**src/rtl/gw_pkg.sv**
```systemverilog
package gw_pkg;

  typedef enum logic [2:0] {
    PH_IDLE   = 3'd0,
    PH_CHARGE = 3'd1,
    PH_GAP    = 3'd2,
    PH_ON     = 3'd3,
    PH_PROG   = 3'd4
  } phase_t;

  // fixed frame bytes around the payload
  localparam logic [7:0] HDR_KEY  = 8'hBB;
  localparam logic [7:0] HDR_PASS = 8'hEB;
  localparam logic [7:0] TRL_LO   = 8'h00;
  localparam logic [7:0] TRL_HI   = 8'h03;

  function automatic int unsigned umax(input int unsigned a, input int unsigned b);
    return (a > b) ? a : b;
  endfunction

endpackage

```
**src/rtl/gw_tick_timer.sv**
```systemverilog
module gw_tick_timer #(
  parameter int CW = 16
) (
  input  logic          clk,
  input  logic          rst,
  input  logic          clear,
  input  logic          tick,
  input  logic [CW-1:0] len,
  output logic          expire
);

  logic [CW-1:0] cnt;

  assign expire = tick && !clear && (cnt == len - CW'(1));

  always_ff @(posedge clk) begin
    if (rst || clear) begin
      cnt <= '0;
    end else if (tick) begin
      if (expire) cnt <= '0;
      else        cnt <= cnt + CW'(1);
    end
  end


  tick_only_chk: assert property (@(posedge clk) disable iff (rst)
    (!tick && !clear) |=> (cnt == $past(cnt)));


  cnt_range_chk: assert property (@(posedge clk) disable iff (rst)
    !clear |-> (cnt < len));

endmodule

```
**src/rtl/gw_bit_shifter.sv**
```systemverilog
module gw_bit_shifter #(
  parameter int FW = 112
) (
  input  logic          clk,
  input  logic          rst,
  input  logic          load,
  input  logic [FW-1:0] frame_in,
  input  logic          adv,
  output logic          cur_bit,
  output logic          last
);

  localparam int RW = $clog2(FW);

  logic [FW-1:0] sr;
  logic [RW-1:0] rem;

  assign cur_bit = sr[0];
  assign last    = (rem == '0);

  always_ff @(posedge clk) begin
    if (rst) begin
      sr  <= '0;
      rem <= '0;
    end else if (load) begin
      sr  <= frame_in;
      rem <= RW'(FW - 1);
    end else if (adv) begin
      sr  <= {1'b0, sr[FW-1:1]};
      rem <= rem - RW'(1);
    end
  end


  no_overrun_chk: assert property (@(posedge clk) disable iff (rst)
    adv |-> !last);

endmodule

```
**src/rtl/gapcode_writer.sv**
```systemverilog
module gapcode_writer #(
  parameter int DATA_W    = 64,
  parameter int CRC_W     = 16,
  parameter int GAP1_US   = 1000,
  parameter int ON1_US    = 1000,
  parameter int GAP0_US   = 300,
  parameter int ON0_US    = 1700,
  parameter int CHARGE_US = 50000,
  parameter int PROG_US   = 50000
) (
  input  logic              clk,
  input  logic              rst,
  input  logic              start,
  input  logic              tick,
  input  logic [DATA_W-1:0] data_in,
  input  logic [CRC_W-1:0]  crc_in,
  output logic              field_on,
  output logic              busy,
  output logic              done
);
  import gw_pkg::*;

  localparam int FW   = DATA_W + CRC_W + 32;
  localparam int MAXT = int'(umax(umax(umax(GAP1_US, ON1_US), umax(GAP0_US, ON0_US)),
                                  umax(CHARGE_US, PROG_US)));
  localparam int CW   = $clog2(MAXT + 1);

  phase_t        phase, nxt;
  logic [CW-1:0] len;
  logic          expire, cur_bit, last_bit, adv, load;
  logic [FW-1:0] frame_w;

  // byte order and LSB-first order both follow ascending bit index
  assign frame_w = {TRL_HI, TRL_LO, crc_in, data_in, HDR_PASS, HDR_KEY};

  always_comb begin
    unique case (phase)
      PH_CHARGE: len = CW'(CHARGE_US);
      PH_GAP:    len = cur_bit ? CW'(GAP1_US) : CW'(GAP0_US);
      PH_ON:     len = cur_bit ? CW'(ON1_US)  : CW'(ON0_US);
      PH_PROG:   len = CW'(PROG_US);
      default:   len = CW'(1);
    endcase
  end

  always_comb begin
    nxt  = phase;
    adv  = 1'b0;
    load = 1'b0;
    unique case (phase)
      PH_IDLE: if (start) begin
        nxt  = PH_CHARGE;
        load = 1'b1;
      end
      PH_CHARGE: if (expire) nxt = PH_GAP;
      PH_GAP:    if (expire) nxt = PH_ON;
      PH_ON: if (expire) begin
        if (last_bit) nxt = PH_PROG;
        else begin
          nxt = PH_GAP;
          adv = 1'b1;
        end
      end
      PH_PROG:   if (expire) nxt = PH_IDLE;
      default:   nxt = PH_IDLE;
    endcase
  end

  gw_tick_timer #(.CW(CW)) i_timer (
    .clk    (clk),
    .rst    (rst),
    .clear  (phase == PH_IDLE),
    .tick   (tick),
    .len    (len),
    .expire (expire)
  );

  gw_bit_shifter #(.FW(FW)) i_shift (
    .clk      (clk),
    .rst      (rst),
    .load     (load),
    .frame_in (frame_w),
    .adv      (adv),
    .cur_bit  (cur_bit),
    .last     (last_bit)
  );

  always_ff @(posedge clk) begin
    if (rst) begin
      phase    <= PH_IDLE;
      field_on <= 1'b0;
      busy     <= 1'b0;
      done     <= 1'b0;
    end else begin
      phase    <= nxt;
      field_on <= (nxt == PH_CHARGE) || (nxt == PH_ON) || (nxt == PH_PROG);
      busy     <= (nxt != PH_IDLE);
      done     <= (phase == PH_PROG) && expire;
    end
  end


  idle_dark_chk: assert property (@(posedge clk) disable iff (rst)
    !busy |-> !field_on);


  start_go_chk: assert property (@(posedge clk) disable iff (rst)
    (!busy && start) |=> (busy && field_on));


  done_single_chk: assert property (@(posedge clk) disable iff (rst)
    done |=> !done);


  done_end_chk: assert property (@(posedge clk) disable iff (rst)
    done |-> (!busy && !field_on && $past(busy)));


  start_ignored_chk: assert property (@(posedge clk) disable iff (rst)
    (busy && start && !tick) |=> busy);


  no_tick_hold_chk: assert property (@(posedge clk) disable iff (rst)
    (busy && !tick) |=> (busy && field_on == $past(field_on)));

endmodule

```
**config.mk**
```make
export PLATFORM = sky130hd
export DESIGN_NAME = gapcode_writer
export DESIGN_NICKNAME = d
export VERILOG_FILES = /design/src/rtl/gw_pkg.sv /design/src/rtl/gw_tick_timer.sv /design/src/rtl/gw_bit_shifter.sv /design/src/rtl/gapcode_writer.sv
export SDC_FILE = /design/constraint.sdc
export NUM_CORES = 1
export LEC_CHECK = 0
export CORE_ASPECT_RATIO = 1.75
export CORE_MARGIN = 5
export CORE_UTILIZATION = 45
export DETAILED_ROUTE_END_ITERATION = 7
export HOLD_SLACK_MARGIN = 0.12
export PLACE_DENSITY = 0.77
export REMOVE_ABC_BUFFERS = 1
export SLEW_MARGIN = 15
export SYNTH_ARGS = -nofsm -noshare
export SYNTH_HDL_FRONTEND = slang
export SYNTH_SLANG_ARGS = --single-unit
```
**constraint.sdc**
```tcl
create_clock -name clk -period 3.75 [get_ports clk]
set_clock_uncertainty 0.05 [all_clocks]
set_input_delay 0.375 -clock clk [delete_from_list [all_inputs] [get_ports clk]]
set_output_delay 0.375 -clock clk [all_outputs]
set_load 0.05 [all_outputs]
```
==> summary.md <==
The run finished with clean final reports. After clock tree synthesis, the clock-pin slew on the worst setup and hold paths is 60 ps. The count of final hold-check violations came out at 0. In the layout the commonest cells are 135 x dfxtp_1, 118 x nand2_1, 103 x a21oi_1. The cell row count was 55; the cell area power density was 477 nW/um^2.

The area enclosed by the die boundary was 15400 um^2. Entering global routing, the biggest net connects 80 pins. After detailed routing, the average wire length per cell comes to 14.8 um.

The final-layout setup total negative slack was 0 ps. The via count normalized by instance count was 5.60. The combinational power share came out at 9.6%. In this run the critical register-to-register path is launched from phase[1]. In this run the horizontal extent of the chip is 95.8 um.

For the post-route worst hold slack, the log shows 296 ps. The most common library cell in the layout ignoring fill and taps was dfxtp_1. Worst voltage drop across the vdd grid: 0.342 mV.

The run gives 0 as the total of warnings raised by yosys. The run gives 2700 um^2 as the storage element area. The logs give 87 for the top-level I/O count and 52.0% for the headroom to the max-slew limit.

The half-perimeter wire length after detailed placement was 9.06 mm; the number of buffers added for setup after CTS was 0. The total clock sinks is 135. The initial antenna violation count is 0, and the number of cells on the worst reg-to-reg path is 8.

Summing all multi-input logic gate instances after layout gives 2730 um^2. After detailed routing, the number of remaining DRC violations is 0. The worst path required time was 4040 ps.

The post-place instance area came out at 6640 um^2. The critical path starts at phase[1]. In the synthesized netlist the async set-or-reset flop fraction comes to 0%.

In this run the number of H-tree levels came out at 4. The net switching share of the total power is 25.8%. The area growth from synthesis to layout is 24.0%. For flop-to-flop paths, the worst setup slack is 640 ps. The residual overflow from global routing was 0; the post-synthesis cell area was 5800 um^2. For the final routed wirelength across all metal layers, the log shows 13.7 mm. For the pin with the worst max-slew slack, the measured transition is 718 ps. The starting utilization of the core area is 45.3%, and the post-route fraction of the period consumed by the critical path is 82.8%. Kind of critical path: reg2reg. The number of clock buffers added by TritonCTS is 17. The routability congestion estimate is 0.939, and the share of final-layout standard cells stronger than drive strength 1 is 6.88%. Count of mapped cells out of synthesis: 688. The tools report the via count of the first global-routing pass as 4978. The average size of a mapped cell was 8.43 um^2. The die extent in y came out at 160 um. The synthesized netlist contains 54 unique library cells. Along the worst path, the maximum fanout reaches 69.

The logs give 12800 um^2 for the area of the core and 22.3 mm for the first-pass GRT wire length. The post-route cell area was 7190 um^2. TritonCTS built the clock tree. STA classifies the critical path endpoint as a flip-flop. The clock period could shrink to 3110 ps.

The achievable clock frequency is 322 MHz. Internal power comes to 2540 uW. The critical path ends at i_shift.sr[34]. In this run the worst hold path is classified as in2reg.

The filler cells instantiated in the layout total 1159. The final layout contains 830 nets. The reported net switching power is 886 uW, and the relative contribution of the clock network to total power is 45.2%. The total of buffers placed on input and output ports is 86, and the proportion of power drawn by flip-flops and latches is 45.3%.

For the number of search-and-repair iterations in the first detailed-routing pass, the log shows 6. Setup repair after global routing left no endpoint under its margin. The number of max-cap violations was 0; the number of vias in the routed layout was 5193.

The tools report the arrival time at the worst endpoint as 3400 ps. The run gives 0 as the number of nets with antenna violations after detailed routing. Setup violations remaining at the end of the flow were counted as 0.

The synthesized flop and latch total is 135. The max-slew violation count was 0; the aggregate global-route resource usage was 17.9%. Reg-to-reg critical path endpoint: i_shift.sr[34].

Clock tree buffer depth: 2. The clock reaches the later pin of the worst-skew pair after 410 ps. Of the synthesized area, sequential elements account for 46.6%. In this run the clock root is driven by a clkbuf_16. Total leakage power: 0.00246 uW.

0 antenna diodes ended up in the layout. For this block, the initial DRC count from the detailed router was 323. The most used flip-flop cell after synthesis is dfxtp_1.

Once routing completed, OpenROAD measured the worst setup slack at 644 ps. In this run, synthesis inferred 0 flip-flops with an integrated enable. The worst setup path is launched from a flip-flop.

For this design, the CTS-stage hold fixing added 0 buffers. Before CTS, the worst setup slack after placement is 697 ps. The tools report the post-cts gate resize count as 0.
cells by family (layout without fill, tap and decap cells):
group                    Yosys count  after routing  share of synthesized area (%)
AND/OR/NAND/NOR                  242            242                           19.3
AO/OA/AOI/OAI                    218            218                           23.9
flip-flops                       135            135                           46.6
buffers and inverters             69            137                           6.38
XOR/XNOR                          18             18                           2.72
adder cells (fa/ha/maj)            3              3                          0.647
multiplexers                       3              3                          0.518
Yosys cell counts (3+ instances only):
master,count,area share (%)
nand2b_1,3,0.32
buf_6,7,1.4
ha_1,3,0.65
xor2_1,7,1.1
buf_2,14,1.2
dfxtp_1,135,47
a31oi_1,5,0.54
nand2_1,118,7.6
a22oi_1,79,10
nand3_1,7,0.60
and2_1,4,0.43
buf_4,11,1.4
nand4_1,7,0.75
xnor2_1,11,1.7
and3_1,3,0.32
inv_1,9,0.58
mux2i_1,3,0.52
nor3_2,3,0.52
nor2_1,42,2.7
clkbuf_1,26,1.7
a21oi_1,103,8.9
nor3_1,32,2.8
and3b_1,3,0.45
o21ai_0,7,0.60
a211oi_1,4,0.52
or3_1,6,0.65
nor2b_1,3,0.32
o31ai_1,5,0.65
per-layer routing:
metal	routed length (um)	track usage, %
met1	5370	20.4
met2	7200	30.5
met3	700	4.62
met4	395	8.48
met5	0	0
critical path, cell delays in order (launching register included):
cell,delay [ps]
dfxtp_1,780
nand2b_1,190
a211o_1,340
nor3_2,240
and3_1,350
and3_4,420
buf_12,320
a22oi_1,140
a21oi_1,170
sequential cells by signal, indices dropped and copies added (netlist names):
signal       cells
i_shift.sr     106
i_timer.cnt     16
i_shift.rem      7
field_on         1
done             1
phase            3
busy             1
layout make-up:
type | instances | area share, %
clock buffer | 17 | 5.92
clock inverter | 15 | 1.83
inverter | 10 | 0.522
multi-input combinational | 484 | 38.0
sequential | 135 | 37.6
tap | 171 | 2.97
timing repair buffer | 95 | 13.2
stage by stage:
stage | std cells | power (uW) | utilization [%]
after CTS | 927 | 3470 | 56.2
after floorplan | 629 | 1740 | -
final | 927 | 3430 | 56.2
after global placement | 895 | 1900 | 51.8
after global routing | 927 | 3580 | 56.2
after detailed placement | 895 | 1910 | 51.8
worst min-delay path by stage:
stage | endpoint | startpoint | slack [ps] | cells after the start
3_5_place_dp | i_shift.sr[2] | i_shift.sr[2] | 390 | 2
6_report | i_shift.rem[1] | rst | 300 | 2
3_3_place_gp | i_shift.sr[100] | i_shift.sr[100] | 390 | 2
5_1_grt | i_shift.sr[35] | rst | 290 | 2
4_1_cts | i_shift.sr[60] | rst | 280 | 2
2_1_floorplan | i_shift.sr[47] | i_shift.sr[47] | 380 | 2
power by group through the flow:
stage / sequential [uW] / clock, uW / combinational, uW
final: 1550 / 1550 / 328
after global routing: 1560 / 1650 / 362
after CTS: 1550 / 1580 / 331
after detailed placement: 1580 / 0 / 327
after global placement: 1580 / 0 / 321
after floorplan: 1580 / 0 / 164
(Power assumes the default switching activity.)
